[src/rtl/sirq_pkg.sv]
package sirq_pkg;

  typedef enum logic [2:0] {
    K_NONE,
    K_STAT,
    K_EN,
    K_DIS,
    K_MASK,
    K_CEN,
    K_EXT
  } reg_kind_e;

  localparam int unsigned N_EXT     = 6;
  localparam int unsigned EXT_IDX_W = 3;

  // word indices (byte offset / 4)
  localparam int unsigned WD_CTRL  = 0;
  localparam int unsigned WD_STAT  = 1;
  localparam int unsigned WD_EN    = 2;
  localparam int unsigned WD_DIS   = 3;
  localparam int unsigned WD_MASK  = 4;
  localparam int unsigned WD_CEN   = 5;
  localparam int unsigned WD_DLY   = 6;
  localparam int unsigned WD_TXD   = 7;
  localparam int unsigned WD_RXD   = 8;
  localparam int unsigned WD_IDLE  = 9;
  localparam int unsigned WD_WMARK = 10;

endpackage

[src/rtl/sirq_decode.sv]
module sirq_decode
  import sirq_pkg::*;
#(
  parameter int unsigned ADDR_W = 8
) (
  input  logic [ADDR_W-1:0]    addr,
  output reg_kind_e            kind,
  output logic [EXT_IDX_W-1:0] ext_slot
);
  localparam int unsigned WORD_W = ADDR_W - 2;

  logic [WORD_W-1:0] word;
  logic              aligned;

  assign word    = addr[ADDR_W-1:2];
  assign aligned = (addr[1:0] == 2'b00);

  always_comb begin
    kind     = K_NONE;
    ext_slot = '0;
    if (aligned) begin
      case (word)
        WORD_W'(WD_CTRL):  begin kind = K_EXT; ext_slot = EXT_IDX_W'(0); end
        WORD_W'(WD_STAT):  kind = K_STAT;
        WORD_W'(WD_EN):    kind = K_EN;
        WORD_W'(WD_DIS):   kind = K_DIS;
        WORD_W'(WD_MASK):  kind = K_MASK;
        WORD_W'(WD_CEN):   kind = K_CEN;
        WORD_W'(WD_DLY):   begin kind = K_EXT; ext_slot = EXT_IDX_W'(1); end
        WORD_W'(WD_TXD):   begin kind = K_EXT; ext_slot = EXT_IDX_W'(2); end
        WORD_W'(WD_RXD):   begin kind = K_EXT; ext_slot = EXT_IDX_W'(3); end
        WORD_W'(WD_IDLE):  begin kind = K_EXT; ext_slot = EXT_IDX_W'(4); end
        WORD_W'(WD_WMARK): begin kind = K_EXT; ext_slot = EXT_IDX_W'(5); end
        default: kind = K_NONE;
      endcase
    end
  end
endmodule

[src/rtl/sirq_status_bank.sv]
module sirq_status_bank #(
  parameter int unsigned NEVT = 7
) (
  input  logic            clk,
  input  logic            rst_n,
  input  logic [NEVT-1:0] evt,
  input  logic [NEVT-1:0] clr,
  output logic [NEVT-1:0] stat
);
  for (genvar i = 0; i < NEVT; i++) begin : g_bit
    logic q;
    always_ff @(posedge clk or negedge rst_n) begin
      if (!rst_n)      q <= 1'b0;
      else if (evt[i]) q <= 1'b1;        // event beats a clear
      else if (clr[i]) q <= 1'b0;
    end
    assign stat[i] = q;
  end
endmodule

[src/rtl/sirq_mask_bank.sv]
module sirq_mask_bank #(
  parameter int unsigned NEVT = 7
) (
  input  logic            clk,
  input  logic            rst_n,
  input  logic [NEVT-1:0] set_v,
  input  logic [NEVT-1:0] clr_v,
  output logic [NEVT-1:0] mask
);
  for (genvar i = 0; i < NEVT; i++) begin : g_bit
    logic q;
    always_ff @(posedge clk or negedge rst_n) begin
      if (!rst_n)        q <= 1'b0;
      else if (set_v[i]) q <= 1'b1;
      else if (clr_v[i]) q <= 1'b0;
    end
    assign mask[i] = q;
  end
endmodule

[src/rtl/sirq_irq_gate.sv]
module sirq_irq_gate #(
  parameter int unsigned NEVT = 7
) (
  input  logic            clk,
  input  logic            rst_n,
  input  logic [NEVT-1:0] stat,
  input  logic [NEVT-1:0] mask,
  output logic            irq
);
  logic any_hit;
  assign any_hit = |(stat & mask);

  always_ff @(posedge clk or negedge rst_n) begin
    if (!rst_n) irq <= 1'b0;
    else        irq <= any_hit;
  end
endmodule

[src/rtl/serial_irq_regfile.sv]
module serial_irq_regfile
  import sirq_pkg::*;
#(
  parameter int unsigned NEVT   = 7,
  parameter int unsigned ADDR_W = 8
) (
  input  logic              clk,
  input  logic              rst_n,
  input  logic              req_valid,
  input  logic              req_write,
  input  logic [ADDR_W-1:0] req_addr,
  input  logic [31:0]       req_wdata,
  output logic              rsp_valid,
  output logic [31:0]       rsp_rdata,
  input  logic [NEVT-1:0]   evt_in,
  output logic [5:0]        ext_wr_sel,
  output logic [5:0]        ext_rd_sel,
  output logic [31:0]       ext_wdata,
  input  logic [31:0]       ext_rdata,
  output logic              ctl_enable,
  output logic              irq
);
  reg_kind_e            kind;
  logic [EXT_IDX_W-1:0] ext_slot;
  logic                 wr_go, rd_go;
  logic [NEVT-1:0]      wbits;
  logic [NEVT-1:0]      stat_q, mask_q;
  logic [NEVT-1:0]      st_clr, mk_set, mk_clr;
  logic                 cen_q;
  logic [31:0]          rd_mux;

  assign wr_go = req_valid &  req_write;
  assign rd_go = req_valid & ~req_write;
  assign wbits = req_wdata[NEVT-1:0];

  sirq_decode #(.ADDR_W(ADDR_W)) u_dec (
    .addr     (req_addr),
    .kind     (kind),
    .ext_slot (ext_slot)
  );

  assign st_clr = (wr_go && kind == K_STAT) ? wbits : '0;
  assign mk_set = (wr_go && kind == K_EN)   ? wbits : '0;
  assign mk_clr = (wr_go && kind == K_DIS)  ? wbits : '0;

  sirq_status_bank #(.NEVT(NEVT)) u_stat (
    .clk (clk), .rst_n (rst_n), .evt (evt_in), .clr (st_clr), .stat (stat_q)
  );

  sirq_mask_bank #(.NEVT(NEVT)) u_mask (
    .clk (clk), .rst_n (rst_n), .set_v (mk_set), .clr_v (mk_clr), .mask (mask_q)
  );

  sirq_irq_gate #(.NEVT(NEVT)) u_irq (
    .clk (clk), .rst_n (rst_n), .stat (stat_q), .mask (mask_q), .irq (irq)
  );

  always_ff @(posedge clk or negedge rst_n) begin
    if (!rst_n)                      cen_q <= 1'b0;
    else if (wr_go && kind == K_CEN) cen_q <= req_wdata[0];
  end
  assign ctl_enable = cen_q;

  for (genvar e = 0; e < N_EXT; e++) begin : g_ext
    logic hit;
    assign hit           = (kind == K_EXT) && (ext_slot == EXT_IDX_W'(e));
    assign ext_wr_sel[e] = wr_go & hit;
    assign ext_rd_sel[e] = rd_go & hit;
  end
  assign ext_wdata = req_wdata;

  always_comb begin
    rd_mux = '0;
    case (kind)
      K_STAT:  rd_mux[NEVT-1:0] = stat_q;
      K_MASK:  rd_mux[NEVT-1:0] = mask_q;
      K_CEN:   rd_mux[0]        = cen_q;
      K_EXT:   rd_mux           = ext_rdata;
      default: rd_mux           = '0;
    endcase
  end

  always_ff @(posedge clk or negedge rst_n) begin
    if (!rst_n) begin
      rsp_valid <= 1'b0;
      rsp_rdata <= '0;
    end else begin
      rsp_valid <= rd_go;
      if (rd_go) rsp_rdata <= rd_mux;
    end
  end
endmodule

[config.mk]
export PLATFORM = sky130hd
export DESIGN_NAME = serial_irq_regfile
export DESIGN_NICKNAME = d
export VERILOG_FILES = /design/src/rtl/sirq_pkg.sv /design/src/rtl/sirq_decode.sv /design/src/rtl/sirq_status_bank.sv /design/src/rtl/sirq_mask_bank.sv /design/src/rtl/sirq_irq_gate.sv /design/src/rtl/serial_irq_regfile.sv
export SDC_FILE = /design/constraint.sdc
export NUM_CORES = 1
export LEC_CHECK = 0
export CAP_MARGIN = 20
export CORE_MARGIN = 3
export CORE_UTILIZATION = 34
export CTS_BUF_LIST = sky130_fd_sc_hd__clkbuf_8
export CTS_CLUSTER_SIZE = 16
export DETAILED_ROUTE_END_ITERATION = 7
export DONT_BUFFER_PORTS = 1
export PLACE_DENSITY_LB_ADDON = 0.3
export SYNTH_ARGS = -nofsm -noshare
export SYNTH_HDL_FRONTEND = slang
export SYNTH_SLANG_ARGS = --single-unit
[constraint.sdc]
create_clock -name clk -period 1.1 [get_ports clk]
set_input_delay 0.11 -clock clk [delete_from_list [all_inputs] [get_ports clk]]
set_output_delay 0.11 -clock clk [all_outputs]
set_load 0.02 [all_outputs]
* Word level (Yosys, flattened, before mapping)
Cells that the tools add are included.
Operators by class: eq/ne operators 21, bitwise operators 16, muxes and demuxes 38, reduce and logical (&&, ||, !) cells 29
Operators with widths (number):
- $mux W1 | 28
- $reduce_bool A2 Y1 | 14
- $mux W25 | 1
- $eq A6 B3 Y1 const B | 4
- $mux W7 | 3
- $eq A6 B4 Y1 const B | 3
- $pmux W3 S6 | 1
- $pmux W6 S3 | 1
- $eq A3 B3 Y1 const B | 5
- $pmux W3 S5 | 1
- $and A1 B1 Y1 | 14
- $eq A3 B2 Y1 const B | 4
- $eq A6 B2 Y1 const B | 2
- $logic_and A1 B1 Y1 | 10
- $and A7 B7 Y7 | 1
- $reduce_or A7 Y1 | 1
- $eq A3 B1 Y1 const B | 2
- $eq A6 B1 Y1 const B | 1
- $logic_not A6 Y1 | 1
- $mux W3 | 2
- $reduce_or A6 Y1 | 1
- $pmux W1 S4 | 1
- $logic_not A3 Y1 | 1
- $logic_not A2 Y1 | 1
- $not A1 Y1 | 1
Storage, ports and cells: word-level logic and storage cells 122, bits of input ports 83, output and inout port bits 79, register bits after elaboration 49

* Longest topological paths before layout
Gate-level depths: netlist of the first run.
word-level depth 9, depth in mapped cells 7, gate-level depth less buffers 5

* Cells and area by module
From an unflattened synthesis of the first run, not the netlist that was laid out.
Unflattened totals: cell total of the unflattened synthesis 261, area, all modules 2745.1 um2
By module, submodules not included:
- serial_irq_regfile | seq. area each 850.8 um2, times used 1, area each 1899.3 um2, cells each 179
- sirq_mask_bank | seq. area each 175.2 um2, times used 1, area each 306.5 um2, cells each 28
- sirq_status_bank | seq. area each 175.2 um2, times used 1, area each 306.5 um2, cells each 28
- sirq_decode | seq. area each 0.0 um2, times used 1, area each 177.7 um2, cells each 21
- sirq_irq_gate | seq. area each 25.0 um2, times used 1, area each 55.1 um2, cells each 5

* Worst setup path after synthesis of the first run
Ideal clock, no wire load.
kind in2out, start input port req_addr[1], end output port ext_wr_sel[3], arrival time 1.441 ns, path slack -0.451 ns, data required time 0.990 ns, stages 3, path through nor4_4 -> nand3_1 -> nor4_1
Between the ends: cells in the longest elaborated chain, start to end 5, elaborated cells between the ends (all ways) 7
Ends and longest elaborated chain:
- start: declaration | line serial_irq_regfile.sv:11 | input logic [ADDR_W-1:0] req_addr,
- $logic_not A2 Y1 (*) | line sirq_decode.sv:16 | assign aligned = (addr[1:0] == 2'b00);
- $mux W3 | line sirq_decode.sv:21 | if (aligned) begin
- $eq A3 B3 Y1 or $eq A3 B2 Y1 (tied branches) | line serial_irq_regfile.sv:66 | assign hit = (kind == K_EXT) && (ext_slot == EXT_IDX_W'(e));
- $logic_and A1 B1 Y1 (*) | line serial_irq_regfile.sv:66
- $and A1 B1 Y1 (*) | line serial_irq_regfile.sv:67 | assign ext_wr_sel[e] = wr_go & hit;
- end: declaration | line serial_irq_regfile.sv:16 | output logic [5:0] ext_wr_sel,
Every way passes the cells marked *; elsewhere a longest branch is shown, timed or not.

* Worst setup path in the final report of the first run
start input port req_addr[6], end output port ext_wr_sel[1]
Between the ends: cells in the longest elaborated chain, start to end 7, elaborated cells between the ends (all ways) 20
Ends and longest elaborated chain:
- $eq A6 B3 Y1, or another cell as far along | line sirq_decode.sv:22 | case (word)
- $reduce_or A6 Y1 (no source line)
- $pmux W3 S6 | line sirq_decode.sv:22
- $mux W3 | line sirq_decode.sv:21
- $eq A3 B3 Y1 | line serial_irq_regfile.sv:66
- $logic_and A1 B1 Y1 (*) | line serial_irq_regfile.sv:66
- $and A1 B1 Y1 (*) | line serial_irq_regfile.sv:67
Marked as above.

==> results by group, run 1 <==
Drt
  • DR top layer: met4
  • Met2 WL: roughly 3300 um
  • Wire length per cell: roughly 18 um
  • Vias per cell: 5.25
  • Detail Route Antenna Nets: 0
  • First DRT Iteration DRCs: 80
  • DR pass1 iterations: 7
  • DRC Markers: 0
  • Met1 WL: ~2900 um
  • Met3 wire length: 590 um
  • Routed wire length: a little under 7000 um
  • Via total after detailed routing: between 1,500 and 2,000

Global routing
  • Largest net degree at the start of global routing: 50
  • Global Route Usage Sum: 0.156
  • First-pass GRT wire length: roughly 11,000 um
  • Overflow after GRT: 0
  • Vias in the first global route: 1,966
  • Initial antenna violation count: 0

Pwr
  • PwrDens: around 1100 mW/mm2
  • Total power: 3.54 mW
  • Max IR drop VDD: 0.785 mV
  • Leak: 1.40 nW

Floorplan
  • Full die area: between 0.008 and 0.009 mm2
  • Core Region: 0.00694 mm2
  • Die width: 91.4 um
  • Initial core utilization: 0.357
  • Std-Cell Rows: 30
  • I/O pins: ~160
  • Height of the die: 91.4 um

Clock network
  • Clock Tree Buf Depth: 2
  • Clk Tree Root Cell: clkbuf_8
  • H-tree levels: 2
  • Worst-skew pair later-pin latency: 0.30 ns
  • CTS tree: done
  • Num CTS Buffers: 5
  • CTS sink cnt: 49
  • CTS clk-pin slew, worst paths: roughly 0.1 ns

Setup path
  • Crit-path max cell delay: about 0.29 ns
  • Reg2reg start: u_stat.g_bit[2].q$_DFFE_PN0P_
  • Max Fanout on Critical Path: 5
  • Setup crit start kind: input port
  • CP arrival: about 1.1 ns
  • R2R setup slack: about 0.030 ns
  • Endpoint class of the critical path: primary output
  • Worst R2R End: rsp_rdata[2]$_DFFE_PN0P_
  • Most used cell, CP: buf_6
  • Critical Path RT: just under 1 ns
  • Crit-path cells: nor4_4 > buf_6 > buf_4 > nand3_4 > buf_6 > nor3_4
  • Crit Path Class: in -> out
  • Crit-path slowest cell: nor3_4
  • Worst Reg-to-Reg Cells: 3

Min path
  • HP Class: in -> async

Place
  • Final RePlAce weighted congestion: 0.787
  • Port bufs: 0
  • Placed inst area: about 0.0027 mm2
  • DP HPWL: ~4700 um

Cells and area
  • Fin nets: between 300 and 400
  • Commonest non-fill, non-tap cell in the layout: dfrtp_1
  • Finished Cell Area: between 0.003 and 0.004 mm2
  • Diode count: 0
  • Commonest non-fill, non-tap cells in the layout: dfrtp_1 (49), dlygate4sd3_1 (41), buf_4 (35)
  • Fraction of layout cells with a size suffix above 1: 0.291
  • Area delta synth->final: 34.1%

STA
  • Final Critical Period: 1.21 ns
  • Max-slew violations: 0
  • Final setup skew: about 0.012 ns
  • Slew of the pin with the lowest slew margin: about 0.42 ns
  • Hold Fails Final Rpt: 49
  • # setup viols final: 19
  • Final worst-path cycle share: 1.10
  • Fmax: 0.827 GHz
  • RSZ-0062 raised after global routing: yes
  • Min Hold Slack: -0.510 ns
  • Post-layout worst setup margin: -0.109 ns
  • Slew HR: 0.722

Synthesis
  • Synth Warn #: 0
  • Primary FF master, synth: dfrtp_1
  • Syn Nets: 310
  • Asr flop ratio synth: 1.00
  • Cells after Synth: 227
  • #FFs+latches synth: approximately 50
  • Syn Std Cell Area: around 0.0025 mm2
  • Synth unique cells: 41
  • Synth Area per Inst: 10.9 um2
  • Sequential area share after synthesis: 0.495
  • Post-synth EDFFs: 0

Run
  • Max-cap violation count: 0

Status
  • Status: finished, violations left
  • Failing checks: negative hold slack, negative setup slack
[worst max-delay path, delay by kind of cell]
family | cells | cell delay (ns)
and+or+nand+nor | 3 | 0.62
buffers and inverters | 3 | 0.38
[cell type report]
class                   instances  area (um2)
repair buffers                 81         738
flip-flops and latches         49        1230
clock inverters                 3        43.8
inverters                       2        7.51
fillers                       641        3620
clock buffers                   5        68.8
multi-input cells             135        1120
well taps                      96         120
[metal layers]
layer | GRT usage | vias to the layer above
met4 | 0.0339 | 0
met5 | 0 | -
met1 | 0.202 | 946
li1 | - | 901
met2 | 0.253 | 96
met3 | 0.0539 | 6
[cells by family (layout without fill, tap and decap cells)]
logic type             after synthesis  count (layout)  share of synthesized area
flip-flops                          49              49                      0.495
AO/OA/AOI/OAI                       69              69                      0.217
buffers and inverters               43              91                      0.120
AND/OR/NAND/NOR                     65              65                      0.164
multiplexers                         1               1                    0.00455
[synth_stat cells (all sizes together), types with 2 or more instances]
cell    instances  area share
a21o            7       0.021
a21oi           3      0.0061
a222oi          7       0.028
a22o           32        0.11
a22oi           2      0.0061
buf            36        0.11
clkbuf          5      0.0076
dfrtp          49        0.49
inv             2      0.0030
nand2          25       0.039
nand2b          4       0.013
nand3           4       0.010
nand3b          2      0.0061
nor2           10       0.025
nor3           10       0.025
nor3b           2      0.0061
nor4            3       0.014
o21a            2      0.0061
o21ai          12       0.024
[sequential cells by signal (all words and copies together), names as in the netlist]
name and flops:
ctl_enable 1, u_irq.irq 1, u_mask.g_bit.q 7, rsp_valid 1
u_stat.g_bit.q 7, rsp_rdata 32
[how the worst max path moves through the flow]
stage	start	to	slack [ns]	cells past startpoint
6_report	req_addr[6]	ext_wr_sel[1]	-0.11	6
5_1_grt	req_addr[6]	ext_wr_sel[5]	-0.20	5
4_1_cts	req_addr[6]	ext_wr_sel[5]	-0.13	5
3_5_place_dp	req_addr[6]	rsp_rdata[5]$_DFFE_PN0P_	-0.29	6
3_3_place_gp	req_addr[3]	rsp_rdata[2]$_DFFE_PN0P_	-0.27	6
2_1_floorplan	req_addr[6]	ext_rd_sel[4]	-0.32	3
[power breakdown]
part           switching [mW]  internal, mW
Combinational           0.158         0.200
Clock                   0.620         0.682
Sequential             0.0475          1.83
[stage by stage]
stage | utilization | TNS (ns) | setup slack [ns] | cells | hold slack (ns)
final | 0.479 | -1.33 | -0.109 | 371 | -0.510
after global routing | 0.479 | -3.45 | -0.204 | 371 | -0.541
after CTS | 0.462 | -0.796 | -0.127 | 364 | -0.527
after detailed placement | 0.386 | -9.26 | -0.289 | 316 | -0.184
after global placement | 0.386 | -7.55 | -0.266 | 316 | -0.184
after floorplan | - | -15.26 | -0.323 | 227 | -0.186
[repair_timing]
| item | in CTS | in global routing |
|---|---|---|
| hold endpoints to repair | 90 | 50 |
| setup endpoints to repair | 12 | 26 |
| hold buffers | 40 | 1 |
| resized for setup | 3 | 12 |
| pin swaps | 6 | 18 |
| buffers inserted | 1 | 6 |
No activity file was read; power rests on OpenSTA's default activity.
==> run 2, diff against run 1 <==
ABC_AREA = 0   (was unset)
CORE_MARGIN = 5   (was 3)
==> run 2 against run 1 <==
The flow still finishes with violations (negative hold slack, negative setup slack). Count of clock-buffer cells in the layout stayed put. Sequential power barely moved. Critical path depth decreased by 1. Via count up 1.4%. Total power increased by 0.97%. Global-route usage down 0.50 points. Die area is 8.9% higher. Non-clock buffer count increased by 3. Core utilization decreased by 1.3 points. Fmax decreased by 3.7%. Hold slack worse by 0.0079 ns. Combinational power rose by 2%. Largest cell class unchanged.
==> results by group, run 2 (synthesis gave the netlist of run 1 again) <==
Setup path
  • Crit-path max cell delay: 0.26 ns
  • Worst Reg-to-Reg Cells: 2
  • Reg2reg start: u_mask.g_bit[2].q$_DFFE_PN0P_
  • Buf+Inv Stages, Crit Path: 2
  • WP depth: 5
  • Crit-path cells: nor4_4 > buf_6 > nand3b_1 > nor3_2 > buf_4
  • Setup crit start kind: input port
  • Endpoint class of the critical path: primary output
  • Worst setup path end: ext_wr_sel[5]
  • Max Fanout on Critical Path: 8
  • CP arrival: roughly 1.1 ns
  • Crit. Startpoint: req_addr[6]
  • Crit path max-delay family: simple AND/OR/NAND/NOR gates
  • Crit Path Class: in -> out
  • Worst R2R End: u_irq.irq$_DFF_PN0_
  • Crit-path slowest cell: nor4_4
  • R2R setup slack: roughly 0.02 ns
  • Critical Path RT: between 0.9 and 1 ns

Clock network
  • Clk Tree Root Cell: clkbuf_8
  • Clock Tree Buf Depth: 2
  • Cts hold-fix bufs: 45
  • Num CTS Buffers: 5
  • CTS tree: done
  • H-tree levels: 2
  • CTS sink cnt: 49
  • Worst-skew pair later-pin latency: approximately 0.31 ns
  • CTS clk-pin slew, worst paths: ~0.1 ns

STA
  • # setup viols final: 11
  • Slew of the pin with the lowest slew margin: about 0.38 ns
  • Hold Fails Final Rpt: 49
  • Final worst-path cycle share: 1.14
  • RSZ-0062 raised after global routing: yes
  • Slew HR: 0.745
  • Final Critical Period: between 1 and 1.5 ns
  • Min Hold Slack: -0.518 ns
  • Max-slew violations: 0
  • Final setup skew: 0.0105 ns
  • Fmax: between 0.7 and 0.8 GHz
  • Post-layout worst setup margin: -0.155 ns

Pwr
  • Sw Share: 0.237
  • Leak: ~1.4 nW
  • P_sw: 0.848 mW
  • Internal Pwr Total: 2.73 mW
  • Share of power burned in registers: 0.526
  • PwrDens: approximately 1100 mW/mm2
  • Clock share of power: 0.371
  • Max IR drop VDD: 0.604 mV
  • Combinational Power Share: 0.103

Floorplan
  • Initial core utilization: 0.345
  • Die width: about 95 um
  • Std-Cell Rows: 31
  • Full die area: 0.00909 mm2
  • I/O pins: 162
  • Height of the die: about 95 um
  • Core Region: between 0.007 and 0.008 mm2

Drt
  • Met1 WL: between 2000 and 3000 um
  • Via total after detailed routing: a little under 2,000
  • Routed wire length: between 7000 and 8000 um
  • First DRT Iteration DRCs: 77
  • Met2 WL: 3430 um
  • DR pass1 iterations: 5
  • DR top layer: met4
  • Met3 wire length: roughly 790 um
  • Wire length per cell: between 15 and 20 um
  • Vias per cell: ~5.2
  • DRC Markers: 0
  • Detail Route Antenna Nets: 0

Global routing
  • First-pass GRT wire length: roughly 11,000 um
  • Vias in the first global route: slightly above 2,000
  • Largest net degree at the start of global routing: 50
  • Global Route Usage Sum: 0.151
  • Initial antenna violation count: 1
  • Overflow after GRT: 0

Place
  • Port bufs: 0
  • Final RePlAce weighted congestion: approximately 0.82
  • Placed inst area: 0.00272 mm2
  • DP HPWL: 5020 um

Status
  • Status: finished, violations left
  • Failing checks: negative hold slack, negative setup slack

Cells and area
  • Post-route core utilization: 0.466
  • Flip-flop count of the largest register after layout: 32
  • Fin nets: 360
  • Biggest register: rsp_rdata
  • Commonest non-fill, non-tap cell in the layout: dfrtp_1
  • Commonest non-fill, non-tap cells in the layout: dfrtp_1 (49), dlygate4sd3_1 (45), buf_4 (33)
  • Fraction of layout cells with a size suffix above 1: 0.281
  • Largest regs: rsp_rdata x32, u_mask.g_bit.q x7, u_stat.g_bit.q x7
  • Area delta synth->final: 34.9%
  • Finished Cell Area: 0.00334 mm2

Run
  • Max-cap violation count: 0

Min path
  • HP Class: in -> async
run 2: cell count changes in the layout (fill, tap and decap cells not counted), moves of 2 or more:
cell	change
nand3_2	+2
nor2_2	+2
dlygate4sd3_1	+4
nand3_4	-3
buf_4	-2
run 2: power groups by stage:
stage               clock (mW)  combinational, mW  sequential (mW)
finish                    1.33              0.366             1.88
global route              1.47              0.391             1.88
CTS                       1.40              0.363             1.88
detailed placement           0              0.215             1.92
global placement             0              0.215             1.91
floorplan                    0              0.319             1.92
run 2: final cells by class:
type                            instances  area, um2
Clock inverter                          3       43.8
Multi-Input combinational cell        135       1090
Fill cell                             666       3830
Antenna cell                            1       2.50
Inverter                                2       7.51
Timing Repair Buffer                   84        783
Sequential cell                        49       1230
Clock buffer                            5       68.8
Tap cell                               99        124
run 2: metal layers:
layer	up-vias	global-route usage
met4	0	0.0505
met2	102	0.260
met1	958	0.173
li1	907	-
met5	-	0
met3	9	0.0552
run 2: stage by stage:
step	std cells	hold slack (ns)	total power, mW	setup WS (ns)	TNS, ns
2_1_floorplan	227	-0.186	2.23	-0.323	-15.26
3_3_place_gp	322	-0.184	2.13	-0.236	-10.65
3_5_place_dp	322	-0.184	2.13	-0.273	-11.56
4_1_cts	376	-0.531	3.64	-0.143	-0.978
5_1_grt	378	-0.541	3.74	-0.257	-1.98
6_report	378	-0.518	3.57	-0.155	-0.755
run 2: what timing repair did:
| item | 4_1_cts | 5_1_grt |
|---|---|---|
| setup buffers | 1 | 2 |
| gates resized for setup | 5 | 4 |
| endpoints found under the setup margin | 11 | 25 |
| pin swaps | 7 | 8 |
| endpoints found under the hold margin | 95 | 49 |
run 2: worst min path at each step:
| stage | startpoint | end | slack [ns] | cells after the start |
|---|---|---|---|---|
| after floorplan | rst_n | ctl_enable$_DFFE_PN0P_ | -0.19 | 0 |
| after global placement | rst_n | rsp_rdata[22]$_DFFE_PN0P_ | -0.18 | 0 |
| after detailed placement | rst_n | rsp_rdata[22]$_DFFE_PN0P_ | -0.18 | 0 |
| after CTS | rst_n | u_stat.g_bit[3].q$_DFFE_PN0P_ | -0.53 | 0 |
| after global routing | rst_n | u_mask.g_bit[6].q$_DFFE_PN0P_ | -0.54 | 0 |
| final | rst_n | rsp_rdata[5]$_DFFE_PN0P_ | -0.52 | 0 |
